<file path="config.mk">
export PLATFORM = sky130hd
export DESIGN_NAME = mem_order_tracker
export DESIGN_NICKNAME = d
export VERILOG_FILES = /design/src/rtl/mot_pkg.sv /design/src/rtl/lsot_age_set.sv /design/src/rtl/lsot_ready_rules.sv /design/src/rtl/mem_order_tracker.sv
export SDC_FILE = /design/constraint.sdc
export NUM_CORES = 1
export LEC_CHECK = 0
export BUFFER_PORTS_ARGS = -buffer_cell sky130_fd_sc_hd__buf_2
export CAP_MARGIN = 5
export CORE_UTILIZATION = 40
export CTS_CLUSTER_DIAMETER = 200
export DETAILED_ROUTE_END_ITERATION = 10
export PLACE_DENSITY = 0.63
export SLEW_MARGIN = 20
export SYNTH_ARGS = -nofsm -noshare
export SYNTH_HDL_FRONTEND = slang
export SYNTH_SLANG_ARGS = --single-unit
</file>
<file path="constraint.sdc">
create_clock -name clk -period 40.5 [get_ports clk]
set_input_delay 2.025 -clock clk [delete_from_list [all_inputs] [get_ports clk]]
set_output_delay 2.025 -clock clk [all_outputs]
set_load 0.01 [all_outputs]
</file>
<file path="src/rtl/mot_pkg.sv">
package mot_pkg;

  typedef enum logic [1:0] {
    AVL_OK      = 2'd0,
    AVL_LQ_FULL = 2'd1,
    AVL_SQ_FULL = 2'd2
  } avail_e;

  // Tag sets kept by the tracker
  localparam int NUM_SETS = 4;
  localparam int SET_LQ   = 0;
  localparam int SET_SQ   = 1;
  localparam int SET_LB   = 2;
  localparam int SET_SB   = 3;

endpackage

</file>
<file path="src/rtl/lsot_age_set.sv">
module lsot_age_set #(
  parameter int TAG_W = 6,
  parameter int DEPTH = 8,
  parameter int CAP   = 8
) (
  input  logic             clk,
  input  logic             rst,
  input  logic             ins_en,
  input  logic [TAG_W-1:0] ins_tag,
  input  logic             rem_en,
  input  logic [TAG_W-1:0] rem_tag,
  output logic             hit,
  output logic             full,
  output logic             empty,
  output logic [TAG_W-1:0] oldest
);

  localparam int CNT_W = $clog2(DEPTH + 1);
  localparam int IDX_W = (DEPTH > 1) ? $clog2(DEPTH) : 1;

  logic [DEPTH-1:0] vld;
  logic [TAG_W-1:0] tags [DEPTH];
  logic [CNT_W-1:0] cnt;
  logic [IDX_W-1:0] free_idx;
  logic             have_free;
  logic             found;

  function automatic logic is_older(input logic [TAG_W-1:0] a, input logic [TAG_W-1:0] b);
    logic [TAG_W-1:0] d;
    d = a - b;
    return d[TAG_W-1];
  endfunction

  always_comb begin
    free_idx  = '0;
    have_free = 1'b0;
    for (int i = DEPTH - 1; i >= 0; i--) begin
      if (!vld[i]) begin
        free_idx  = IDX_W'(i);
        have_free = 1'b1;
      end
    end
  end

  always_comb begin
    hit = 1'b0;
    cnt = '0;
    for (int i = 0; i < DEPTH; i++) begin
      cnt = cnt + CNT_W'(vld[i]);
      if (vld[i] && tags[i] == rem_tag) hit = 1'b1;
    end
  end

  always_comb begin
    found  = 1'b0;
    oldest = '0;
    for (int i = 0; i < DEPTH; i++) begin
      if (vld[i] && (!found || is_older(tags[i], oldest))) begin
        oldest = tags[i];
        found  = 1'b1;
      end
    end
  end

  assign empty = ~|vld;
  assign full  = (cnt == CNT_W'(CAP));

  always_ff @(posedge clk) begin
    if (rst) begin
      vld <= '0;
    end else begin
      for (int i = 0; i < DEPTH; i++) begin
        if (rem_en && vld[i] && tags[i] == rem_tag) vld[i] <= 1'b0;
      end
      if (ins_en && have_free) vld[free_idx] <= 1'b1;
    end
  end

  always_ff @(posedge clk) begin
    if (ins_en && have_free) tags[free_idx] <= ins_tag;
  end

endmodule

</file>
<file path="src/rtl/lsot_ready_rules.sv">
module lsot_ready_rules #(
  parameter int TAG_W = 6
) (
  input  logic             no_alias,
  input  logic             q_load,
  input  logic             q_store,
  input  logic [TAG_W-1:0] q_tag,
  input  logic             lq_empty,
  input  logic [TAG_W-1:0] lq_oldest,
  input  logic             sq_empty,
  input  logic [TAG_W-1:0] sq_oldest,
  input  logic             lb_empty,
  input  logic [TAG_W-1:0] lb_oldest,
  input  logic             sb_empty,
  input  logic [TAG_W-1:0] sb_oldest,
  output logic             ready,
  output logic [TAG_W-1:0] blocker
);

  logic decided;

  function automatic logic is_older(input logic [TAG_W-1:0] a, input logic [TAG_W-1:0] b);
    logic [TAG_W-1:0] d;
    d = a - b;
    return d[TAG_W-1];
  endfunction

  always_comb begin
    ready   = 1'b1;
    blocker = q_tag;
    decided = 1'b0;
    // load barrier rules
    if (q_load && !lb_empty) begin
      if (is_older(lb_oldest, q_tag)) begin
        ready = 1'b0; blocker = lb_oldest; decided = 1'b1;
      end else if (q_tag == lb_oldest && !lq_empty && lq_oldest != q_tag) begin
        ready = 1'b0; blocker = lq_oldest; decided = 1'b1;
      end
    end
    // store barrier rules
    if (!decided && q_store && !sb_empty) begin
      if (is_older(sb_oldest, q_tag)) begin
        ready = 1'b0; blocker = sb_oldest; decided = 1'b1;
      end else if (q_tag == sb_oldest && !sq_empty && sq_oldest != q_tag) begin
        ready = 1'b0; blocker = sq_oldest; decided = 1'b1;
      end
    end
    // loads skip stores when aliasing is ruled out
    if (!decided && q_load && no_alias) decided = 1'b1;
    // nothing passes an older store
    if (!decided && !sq_empty && is_older(sq_oldest, q_tag)) begin
      ready = 1'b0; blocker = sq_oldest; decided = 1'b1;
    end
    // stores do not pass older loads; loads do
    if (!decided && !q_load && !lq_empty && is_older(lq_oldest, q_tag)) begin
      ready = 1'b0; blocker = lq_oldest;
    end
  end

endmodule

</file>
<file path="src/rtl/mem_order_tracker.sv">
module mem_order_tracker
  import mot_pkg::*;
#(
  parameter int TAG_W   = 6,
  parameter int DEPTH   = 8,
  parameter int LQ_SIZE = 6,
  parameter int SQ_SIZE = 0
) (
  input  logic             clk,
  input  logic             rst,
  input  logic             no_alias,
  input  logic             chk_load,
  input  logic             chk_store,
  output logic [1:0]       chk_status,
  input  logic             disp_valid,
  input  logic             disp_load,
  input  logic             disp_store,
  input  logic             disp_side,
  input  logic [TAG_W-1:0] disp_tag,
  input  logic             exec_valid,
  input  logic [TAG_W-1:0] exec_tag,
  input  logic             qry_load,
  input  logic             qry_store,
  input  logic [TAG_W-1:0] qry_tag,
  output logic             qry_ready,
  output logic [TAG_W-1:0] qry_blocker,
  output logic             err
);

  localparam int LQ_CAP = (LQ_SIZE == 0 || LQ_SIZE > DEPTH) ? DEPTH : LQ_SIZE;
  localparam int SQ_CAP = (SQ_SIZE == 0 || SQ_SIZE > DEPTH) ? DEPTH : SQ_SIZE;

  logic [NUM_SETS-1:0] s_ins, s_rem, s_hit, s_full, s_empty;
  logic [TAG_W-1:0]    s_old [NUM_SETS];
  avail_e              disp_stat;
  logic                disp_ok, exec_hit, exec_ok;
  logic                err_q;
  logic                unused_bar;

  function automatic avail_e room(input logic ld, input logic st, input logic lq_full, input logic sq_full);
    if (ld && lq_full)      return AVL_LQ_FULL;
    else if (st && sq_full) return AVL_SQ_FULL;
    else                    return AVL_OK;
  endfunction

  assign chk_status = room(chk_load, chk_store, s_full[SET_LQ], s_full[SET_SQ]);
  assign disp_stat  = room(disp_load, disp_store, s_full[SET_LQ], s_full[SET_SQ]);
  assign disp_ok    = disp_valid && (disp_stat == AVL_OK);
  assign exec_hit   = s_hit[SET_LQ] | s_hit[SET_SQ];
  assign exec_ok    = exec_valid && exec_hit;

  assign s_ins[SET_LQ] = disp_ok && disp_load;
  assign s_ins[SET_SQ] = disp_ok && disp_store;
  assign s_ins[SET_LB] = disp_ok && disp_load && disp_side;
  assign s_ins[SET_SB] = disp_ok && disp_store && disp_side;

  assign s_rem[SET_LQ] = exec_ok;
  assign s_rem[SET_SQ] = exec_ok;
  assign s_rem[SET_LB] = exec_ok && !s_empty[SET_LB] && (exec_tag == s_old[SET_LB]);
  assign s_rem[SET_SB] = exec_ok && !s_empty[SET_SB] && (exec_tag == s_old[SET_SB]);

  assign unused_bar = ^{s_hit[SET_SB:SET_LB], s_full[SET_SB:SET_LB]};

  for (genvar g = 0; g < NUM_SETS; g++) begin : g_set
    localparam int SET_CAP = (g == SET_LQ) ? LQ_CAP : (g == SET_SQ) ? SQ_CAP : DEPTH;
    lsot_age_set #(
      .TAG_W (TAG_W),
      .DEPTH (DEPTH),
      .CAP   (SET_CAP)
    ) u_set (
      .clk     (clk),
      .rst     (rst),
      .ins_en  (s_ins[g]),
      .ins_tag (disp_tag),
      .rem_en  (s_rem[g]),
      .rem_tag (exec_tag),
      .hit     (s_hit[g]),
      .full    (s_full[g]),
      .empty   (s_empty[g]),
      .oldest  (s_old[g])
    );
  end

  lsot_ready_rules #(.TAG_W(TAG_W)) u_rules (
    .no_alias  (no_alias),
    .q_load    (qry_load),
    .q_store   (qry_store),
    .q_tag     (qry_tag),
    .lq_empty  (s_empty[SET_LQ]),
    .lq_oldest (s_old[SET_LQ]),
    .sq_empty  (s_empty[SET_SQ]),
    .sq_oldest (s_old[SET_SQ]),
    .lb_empty  (s_empty[SET_LB]),
    .lb_oldest (s_old[SET_LB]),
    .sb_empty  (s_empty[SET_SB]),
    .sb_oldest (s_old[SET_SB]),
    .ready     (qry_ready),
    .blocker   (qry_blocker)
  );

  always_ff @(posedge clk) begin
    if (rst) begin
      err_q <= 1'b0;
    end else if ((disp_valid && disp_stat != AVL_OK) || (exec_valid && !exec_hit)) begin
      err_q <= 1'b1;
    end
  end

  assign err = err_q;

endmodule

</file>
==> results of run 1 <==
[worst max-delay path: cells and delay by family (launching register included)]
kind            cells  cell delay [ns]
compound gates     36             8.14
mux                 7             2.15
fa+ha+maj           8             2.12
simple gates       19             4.42
flops               1             0.72
buf+inv             7             0.62
xor+xnor            2             0.49
[metrics by stage]
stage                     utilization (%)  setup slack (ns)  area [um2]
after floorplan                         -             22.29       19300
after global placement               42.0             20.52       20000
after detailed placement             42.0             19.82       20000
after CTS                            43.9             19.11       21000
after global routing                 44.0             17.70       21000
final                                44.0             19.27       21000
[power breakdown]
| group | total, mW | internal (mW) | switching (mW) |
|---|---|---|---|
| combinational | 0.0824 | 0.0300 | 0.0524 |
| clock | 0.255 | 0.153 | 0.102 |
| sequential | 0.256 | 0.253 | 0.00306 |
| total | 0.594 | 0.437 | 0.157 |
[layer usage]
metal / track usage (%) / up-vias / part of all wire, %
li1: - / 7800 / -
met1: 30.0 / 7798 / 45
met2: 36.7 / 509 / 45
met3: 4.35 / 117 / 7.7
met4: 6.36 / 10 / 2.5
met5: 0 / - / 0.12
[cell type report]
| cell class | count | area [um2] | share of cell area, % |
|---|---|---|---|
| Antenna cell | 3 | 7.51 | 0.0358 |
| Clock buffer | 35 | 734 | 3.50 |
| Clock inverter | 13 | 196 | 0.936 |
| Inverter | 167 | 627 | 2.99 |
| Multi-Input combinational cell | 1678 | 12000 | 57.1 |
| Sequential cell | 225 | 6430 | 30.6 |
| Tap cell | 615 | 769 | 3.67 |
| Timing Repair Buffer | 46 | 248 | 1.18 |
[final timing paths]
path,start,to,slack [ns],depth (start not counted)
worst max-delay path,g_set[3].u_set.vld[0],qry_blocker[0],19.27,79
worst min-delay path,err,err,0.49,2
worst max register to register,g_set[3].u_set.vld[0],g_set[3].u_set.vld[5],23.54,68
worst min register to register,err,err,0.49,2
[cells in the final DEF (no fill, tap or decap), drive strengths merged, types with 28 or more instances in the layout]
cell	instances
clkbuf	35
a21o	34
edfxtp	192
dfxtp	33
a21oi	111
nand2	185
xor2	117
xnor2	125
buf	46
mux2	49
nand3	52
nor3	33
nor2	161
nand2b	30
nand4	41
inv	168
mux2i	65
nor4	46
ha	132
o21ai	117
a211oi	28
[sequential cells by signal, indices dropped and copies added, names as in the netlist]
| signal | flops |
|---|---|
| err | 1 |
| g_set.u_set.tags | 192 |
| g_set.u_set.vld | 32 |
[cell families (layout without fill, tap and decap cells)]
| family | Yosys count | after routing | synth area share [%] |
|---|---|---|---|
| and+or+nand+nor | 708 | 708 | 18.6 |
| AOI/OAI and AO/OA | 471 | 471 | 16.4 |
| buffers and inverters | 249 | 261 | 4.88 |
| xor gates and xnor gates | 242 | 242 | 11.0 |
| DFF | 225 | 225 | 33.2 |
| adders and majority gates | 143 | 143 | 9.52 |
| muxes | 114 | 114 | 6.40 |
| other | 0 | 3 | 0 |
==> impl_summary.md, run 1 <==
CTS
After clock tree synthesis, the repair step resized 0 gates. The root buffer cell chosen for the clock tree is clkbuf_16. TritonCTS built the clock tree. The clock reaches the later pin of the worst-skew pair after 0.59 ns.

The buffers inserted during post-CTS setup optimization is 0. The H-tree level count is 1. The deepest clock path buffer count is 3. Counting every sink on the clock net gives 225. TritonCTS created 26 clock buffers. The number of buffers added to fix hold violations after cts is 0. After clock tree synthesis, the clock-pin slew on the worst setup and hold paths is 0.06 ns.

Synth
The leading area contributor after synthesis is edfxtp_1. After synthesis the cells add up to 19300 um2. In the synthesized netlist, the cells that appear most often are 192 x edfxtp_1, 184 x nand2_1, 167 x inv_1.

The cell count after synthesis came out at 2152. By area the synthesized netlist is led by edfxtp_1 30%, ha_1 8.5%, xnor2_1 5.7%, xor2_1 5.2%, nand2_1 3.6%. Yosys mapped a number of flops with a built-in enable equal to 192. The area fraction of the dominant cell type after synthesis is 29.8%. Summing the sequential cell areas from Yosys gives 33.2% of the chip area. In the post-synthesis netlist, the cell with the most instances is edfxtp_1. After synthesis, the mean cell area works out to 8.99 um2.

Counting every net in the synthesized netlist gives 2322. The number of register bits inferred by synthesis is 225. The async set-or-reset flop fraction in the synthesized netlist is 0%. For this run, the leading register cell type out of synthesis is edfxtp_1.

In this run, distinct cell masters in the synthesized netlist total 99. For this run, the number of Yosys warnings is 0.

Detailed routing
The routed length per placed instance is 20.1 um. The first detailed-routing pass took 6 iterations. For this block, the initial DRC count from the detailed router was 1420. The number of nets still failing antenna checks after routing is 0. Across all layers, the routed design uses 16234 vias. The number of DRC violations after detailed routing is 0.

The number of vias per cell after detailed routing is 5.84. The total length of routed wires is 56000 um.

Critical path
The startpoint type of the worst setup path is a flip-flop. The worst-path maximum fanout is 21. The cell repeated most along the worst path is a21o_1. The worst stage delay on the critical path is 0.72 ns. STA puts the critical path data required time at 38.47 ns. The category of the critical setup timing path is reg -> out. For the worst setup path, the data arrival time is 19.21 ns. The slowest stage of the critical path belongs to the cell dfxtp_1.

STA classifies the critical path endpoint as an output pin.

Die
The x dimension of the die is 222 um. The floorplan core area is 47700 um2. Once the floorplan was initialized, standard cells occupied 40.5% of the core.

The full die area is 49300 um2. The die extent in y is 222 um. The total number of placement rows is 80. The I/O pin count is 40.

STA
For the pin with the worst max-slew slack, the measured transition is 1.15 ns. The highest clock rate is 47.1 MHz. Of the available clock period, the critical path in the final layout requires 52.4%. Setup violations remaining at the end of the flow were counted as 0. Counting I/O delays and the setup requirement, the final critical path takes 21.23 ns.

Across the routed clock network, the largest skew measured is 0.0317 ns. Setup repair after global routing left no endpoint under its margin. The worst pin sits at a relative slew slack of 23.1%. The final hold slack is 0.488 ns. The max-slew violation count is 0. The total negative setup slack is 0 ns. The hold violation total from the final report is 0.

Hold path
The min-delay analysis places its worst path in the category reg -> reg.

Finish
The post-route netlist has 8.55% of its cells at a drive strength greater than 1. The filler cells instantiated in the layout total 4533. The total number of nets in the final design is 2314. After the flow finishes, the layout carries non-filler instances totaling 2782. Compared with the post-synthesis result, the final layout area differs by 8.49%.

Pwr
The overall power is 0.594 mW. The power density of the placed cells is 28.3 nW/um2. IR analysis of the VDD net gives a maximum drop of 27.4 uV. The leakage component of the power is 7.78 nW.

Global route
In the global route stage, overall resource usage came out at 22.4%. Global routing finished with a remaining overflow of 0. The number of global-route vias before repair was 15968. The global-route wire length before repair is 88400 um.

The pin count of the biggest net entering global routing is 37. The initial antenna violation count came to 9.

Placement
At the end of routability-driven placement, the weighted congestion stood at 0.933. After legalization and detailed placement, the total HPWL measured 38700 um. The number of instances in the placed design is 2731. The number of buffers inserted by port buffering is 39.

Run status
The flow ran to the end, and the final reports show no timing, DRC or antenna violations.

Run
The number of max-capacitance violations reported is 0.
(Power assumes the default switching activity.)
==> run 2, diff against run 1 <==
- PLACE_DENSITY: 0.63 -> 0.65
- clock period: 40.5 -> 18.2 ns (I/O delays scaled with it)
==> impl_summary.md, run 2 (synthesis gave the netlist of run 1 again) <==
Run status
The flow ran to the end, and the final reports show no timing, DRC or antenna violations.

Die
The x dimension of the die is 222 um (unchanged). The effective utilization at floorplan is 40.5% (unchanged). The total number of placement rows is 80 (unchanged). The full die area is 49300 um2 (unchanged). The I/O pin count came to 40 (unchanged).

The die extent in y came to 222 um (unchanged). The floorplan core area came to 47700 um2 (unchanged).

CTS
The tree is rooted in a clkbuf_16. The H-tree level count came to 1 (unchanged). The clock-pin slew on the worst setup and hold paths is 0.06 ns (about the same).

The deepest clock path buffer count is 3 (unchanged). TritonCTS built the clock tree. The latest clock arrival within the worst-skew pair was 0.56 ns (-0.03 ns). The number of clock sinks is 225 (unchanged).

The total CTS buffers is 27 (+3.8%). The number of buffers added to fix hold violations after cts is 0 (unchanged).

Global route
The initial antenna violation count is 7 (-2). The total routing resource utilization after global routing came to 22.1% (-0.29 points). The pin count of the biggest net entering global routing is 37 (unchanged). The number of global-route vias before repair is 15894 (-0.46%). The remaining global-route overflow is 0 (unchanged). The global-route wire length before repair came to 86700 um (-1.9%).

STA
The normalized max-slew margin is 28.3% (+5.2 points). The final hold slack was 0.519 ns (+0.0314 ns). The max-slew violation count is 0 (unchanged).

The hold violation total from the final report is 0 (unchanged). The setup skew after layout is 0.0217 ns (-0.0100 ns). The highest clock rate is 57.3 MHz. Of the available clock period, the critical path in the final layout requires 95.8%. The final setup violation count is 0 (unchanged). The transition time at the pin with the least slew margin came to 1.07 ns (-0.0879 ns).

For the finished layout, the period the worst path requires is 17.44 ns.

Critical path
STA classifies the critical path startpoint as a flip-flop. The data arrival time of the critical path was 16.53 ns (-2.68 ns). The worst-path maximum fanout was 8 (-62%).

The number of buffer and inverter stages on the critical path came to 14 (+7). The critical path data required time came to 17.29 ns (-21.18 ns). By startpoint and endpoint, the worst setup path is classified as reg -> out. STA classifies the critical path endpoint as an output pin.

The register-to-register setup slack is 3.36 ns (-20.18 ns). The worst-path cell with the longest stage delay is or4_1. The kind of cell adding the most delay to the critical path is compound AO/OA/AOI/OAI gates. The worst stage delay on the critical path is 0.51 ns (-0.21 ns).

Placement
The number of instances in the placed design was 2741 (+0.37%). The number of buffers inserted by port buffering is 39 (unchanged). The placer congestion estimate came to 0.889 (-4.7%). The half-perimeter wire length after detailed placement came to 38500 um (-0.54%). The cell area after placement was 20100 um2 (+0.39%).

Finish
The number of flip-flops under the largest register name is 192 (unchanged). The library cell used most frequently in the layout, excluding fill and tap cells, is edfxtp_1. The total number of nets in the final design is 2373 (+2.5%). The final instance area is 21800 um2 (+3.8%). The fraction of final layout cells sized beyond drive strength 1 is 14.0% (+5.5 points). The number of non-filler instances in the completed layout is 2839 (+2.0%). Ranked by flip-flop count, first place goes to g_set.u_set.tags. The fill cell instance count of the final layout is 4446 (-1.9%).

In the layout the commonest cells are 192 x edfxtp_1, 182 x nand2_1, 166 x inv_1. The area growth from synthesis to layout is 12.6%.

Hold path
In this run the worst hold path is classified as reg -> reg.

Detailed routing
The number of vias after detailed routing is 16487 (+1.6%). The number of nets still failing antenna checks after routing is 0 (unchanged). The number of DRC violations after detailed routing is 0 (unchanged). The routed length per placed instance is 19.9 um (-1.3%). The number of vias per cell after detailed routing came to 5.81 (-0.48%).

The total length of routed wires came to 56400 um (+0.68%). The number of design-rule violations left by the first detailed-router iteration came to 1211 (-15%). The number of detailed-routing iterations run before antenna repair is 5 (-1).

Pwr
The power density of the placed cells came to 59.7 nW/um2 (+110%). The overall power came to 1.30 mW (+120%). The largest vdd supply drop was 50.5 uV (+85%). The leakage component of the power is 8.02 nW (+3.2%).

Run
The number of max-capacitance violations reported was 0 (unchanged).
[run 2: changes by cell type in the layout (fill, tap and decap cells not counted), moves of 11 or more]
cell / before / now
a21oi_1: 110 / 95
a21oi_2: 1 / 16
mux2i_1: 63 / 47
mux2i_2: 1 / 15
buf_4: 7 / 63
o21ai_0: 106 / 95
[run 2: power by group]
group | switching, mW | internal (mW) | total, mW | leakage, nW
Clock | 0.212 | 0.320 | 0.532 | 0.426
Combinational | 0.125 | 0.0738 | 0.199 | 5.60
Sequential | 0.00523 | 0.564 | 0.569 | 2.00
[run 2: per-stage QoR]
stage               util (%)  setup WS [ns]  setup TNS (ns)
floorplan                  -           1.10               0
global placement        42.2         0.0951               0
detailed placement      42.2        -0.0447         -0.0447
CTS                     44.1        0.00529               0
global route            45.6         -0.109          -0.369
finish                  45.6          0.756               0
[run 2: final timing paths]
kind,from,end,cells past startpoint
setup / recovery,g_set[3].u_set.tags[1][1],qry_blocker[4],83
hold / removal,err,err,2
setup reg to reg,g_set[3].u_set.tags[1][1],g_set[3].u_set.vld[0],70
hold reg to reg,err,err,2
[run 2: per-layer routing]
layer	up-vias	global-route usage (%)	part of all wire (%)
li1	7930	-	-
met4	12	6.56	2.6
met2	445	37.0	47
met5	-	0	0.14
met3	115	3.53	6.1
met1	7985	29.3	44
[run 2: area by class of cell]
class	count	area (um2)	share of cell area, %
diodes	1	2.50	0.0115
clock buffers	41	778	3.57
clock inverters	8	87.6	0.402
inverters	167	627	2.88
multi-input cells	1681	12400	57.0
flip-flops and latches	225	6440	29.6
well taps	615	769	3.53
repair buffers	101	663	3.04
[run 2: repair_timing]
item,in CTS,in global routing
endpoints found under the setup margin,7,7
cloned,0,3
resized for setup,17,90
pin swaps,0,23
buffers inserted,0,45
[run 2: worst reg2reg max path: cells and delay by family (launching register included)]
family                     cells  cell delay [ns]
AOI/OAI and AO/OA             28             5.55
xor gates and xnor gates       1             0.15
adders and majority gates      7             1.87
buffers and inverters         10             1.14
DFF                            1             0.43
muxes                          7             1.96
and+or+nand+nor               17             3.56
==> run 3, diff against run 2 <==
- CTS_CLUSTER_SIZE: not set -> 28
- PLACE_DENSITY: 0.65 -> 0.63
- clock period: 18.2 -> 16.84 ns (I/O delays scaled with it)
==> impl_summary.md, run 3 (synthesis gave the netlist of run 1 again) <==
Detailed routing
The met1 wire length came to 25800 um (+2.9%). The met2 wirelength from detailed routing is 27600 um (+4.6%). The number of DRC violations after detailed routing came to 0 (unchanged).

The number of vias after detailed routing came to 17023 (+3.3%). The number of vias per cell after detailed routing is 5.86 (+0.94%). The amount of wire on met3 after detailed routing is 4280 um (+24%). The number of detailed-routing iterations run before antenna repair was 6 (+1). The number of nets still failing antenna checks after routing came to 0 (unchanged).

The routed length per placed instance came to 20.4 um (+2.7%). The total length of routed wires was 59200 um (+5.1%). The top layer used by detailed routing is met5. The number of design-rule violations left by the first detailed-router iteration is 1239 (+2.3%).

CTS
The clock-pin slew on the worst setup and hold paths came to 0.11 ns (+0.05 ns). The number of clock sinks came to 225 (unchanged). The total CTS buffers is 12 (-56%). The deepest clock path buffer count was 3 (unchanged). The number of buffers added to fix hold violations after cts is 0 (unchanged).

The H-tree level count came to 1 (unchanged). The latest clock arrival within the worst-skew pair is 0.51 ns (-0.05 ns). The cell at the root of the clock tree is clkbuf_16.

TritonCTS built the clock tree.

Run
The number of max-capacitance violations reported was 0 (unchanged).

Placement
The half-perimeter wire length after detailed placement is 39200 um (+1.7%). The cell area after placement is 20400 um2 (+1.2%). The post-placement setup slack is -0.556 ns (-0.511 ns). The number of buffers inserted by port buffering is 39 (unchanged). The number of instances in the placed design is 2771 (+1.1%).

The placer congestion estimate is 0.958 (+7.7%).

Critical path
STA classifies the critical path startpoint as a flip-flop. The worst-path maximum fanout is 8 (unchanged). The logic depth of the worst register-to-register path is 73 (+4.3%). The worst stage delay on the critical path is 0.52 ns (about the same). The worst-path cell with the longest stage delay is or4_4. The critical path data required time is 16.00 ns (-1.29 ns). The cell repeated most along the worst path is a21o_1.

The element type at the critical path end is an output pin. The category of the critical setup timing path is reg -> out. The data arrival time of the critical path came to 15.80 ns (-0.73 ns).

Global route
The initial antenna violation count is 8 (+1). The total routing resource utilization after global routing is 22.4% (+0.33 points). The global-route wire length before repair is 88800 um (+2.4%). The pin count of the biggest net entering global routing is 37 (unchanged).

The remaining global-route overflow is 0 (unchanged). The number of global-route vias before repair is 16049 (+0.98%).

Pwr
The overall power was 1.21 mW (-7.3%). The clock network fraction of design power came to 28.6% (-12 points). The power density of the placed cells is 52.8 nW/um2 (-11%).

The largest vdd supply drop is 58.8 uV (+16%). The switching share of power is 29.0% (+2.7 points). The cell-internal power is 0.855 mW (-11%).

The net switching power is 0.350 mW (+2.2%). The combinational group share of total power is 20.6% (+5.3 points). The sequential cell fraction of total power is 50.9% (+7.1 points). The leakage component of the power is 8.36 nW (+4.2%).

Finish
The most frequent standard cell in the layout excluding fill and tap cells is edfxtp_1. Compared with the post-synthesis result, the final layout area differs by 18.0%. The number of flip-flops under the largest register name is 192 (unchanged).

The final instance area is 22800 um2 (+4.8%). The total number of nets in the final design is 2448 (+3.2%). Ranked by flip-flop count, first place goes to g_set.u_set.tags. In the layout the commonest cells are 192 x edfxtp_1, 175 x nand2_1, 157 x inv_1. The fraction of final layout cells sized beyond drive strength 1 is 21.8% (+7.7 points).

The number of non-filler instances in the completed layout was 2904 (+2.3%). The fraction of the core area covered by cells at the end of the flow was 47.8% (+2.2 points).

STA
The setup slack after layout is 0.193 ns (-0.563 ns). The highest clock rate is 60.1 MHz. The max-slew violation count came to 0 (unchanged).

The fraction of the cycle the final worst path needs is 98.9%. The setup skew after layout is 0.0414 ns (+0.0197 ns). The total negative setup slack is 0 ns (unchanged). Setup repair after global routing could not meet its margin everywhere. The transition time at the pin with the least slew margin is 1.10 ns (+0.0327 ns).

The final setup violation count is 0 (unchanged). The final hold slack is 0.529 ns (+0.00973 ns). The normalized max-slew margin is 26.8% (-1.5 points).

The smallest clock period supported by the final layout is computed as 16.65 ns. The hold violation total from the final report came to 0 (unchanged).

Die
The floorplan core area is 47700 um2 (unchanged). The effective utilization at floorplan is 40.5% (unchanged). The total number of placement rows was 80 (unchanged). The x dimension of the die is 222 um (unchanged).

The full die area was 49300 um2 (unchanged). The I/O pin count is 40 (unchanged). The die extent in y was 222 um (unchanged).

Hold path
In this run the worst hold path is classified as reg -> reg. The number of cells traversed by the worst hold path is 2 (unchanged).

Run status
The run finished with clean final reports.
run 3: cell types whose count changed in the layout (fill, tap and decap cells not counted), sizes merged, moves of 2 or more:
cell | before | now
buf | 101 | 194
bufinv | 2 | 0
clkbuf | 41 | 18
clkinv | 6 | 1
diode | 1 | 6
run 3: per-layer routing:
layer | vias up | GRT usage [%]
met1 | 8242 | 30.6
li1 | 8055 | -
met3 | 128 | 3.18
met4 | 4 | 6.00
met5 | - | 0
met2 | 594 | 37.1
run 3: worst max-delay path, delay by kind of cell (launching register included):
family / cells / cell delay, ns
multiplexers: 8 / 1.93
XOR/XNOR: 1 / 0.16
flip-flops: 1 / 0.37
AO/OA/AOI/OAI: 31 / 5.33
AND/OR/NAND/NOR: 21 / 3.66
buffers and inverters: 15 / 1.93
adder cells (fa/ha/maj): 8 / 1.90
run 3: cell type report:
type                            instances  area [um2]
Clock buffer                           18         344
Sequential cell                       225        6430
Inverter                              167         634
Clock inverter                          1        30.0
Timing Repair Buffer                  194        1430
Fill cell                            4290       24900
Antenna cell                            6        15.0
Tap cell                              615         769
Multi-Input combinational cell       1678       13200
run 3: what timing repair did:
item	4_1_cts	5_1_grt
gates resized for setup	64	238
setup buffers	31	77
endpoints found under the setup margin	7	7
pin swaps	14	92
run 3: worst paths after layout:
path / from / to / slack [ns]
setup reg to reg: g_set[3].u_set.tags[0][1] / g_set[3].u_set.vld[3] / 2.10
setup / recovery: g_set[3].u_set.tags[0][1] / qry_blocker[5] / 0.19
hold / removal: err / err / 0.53
hold reg to reg: err / err / 0.53
run 3: power groups by stage:
stage          Clock, mW  Combinational (mW)  Sequential [mW]
2_1_floorplan          0               0.138            0.623
3_3_place_gp           0               0.196            0.625
3_5_place_dp           0               0.202            0.626
4_1_cts            0.351               0.213            0.613
5_1_grt            0.367               0.268            0.614
6_report           0.344               0.248            0.613
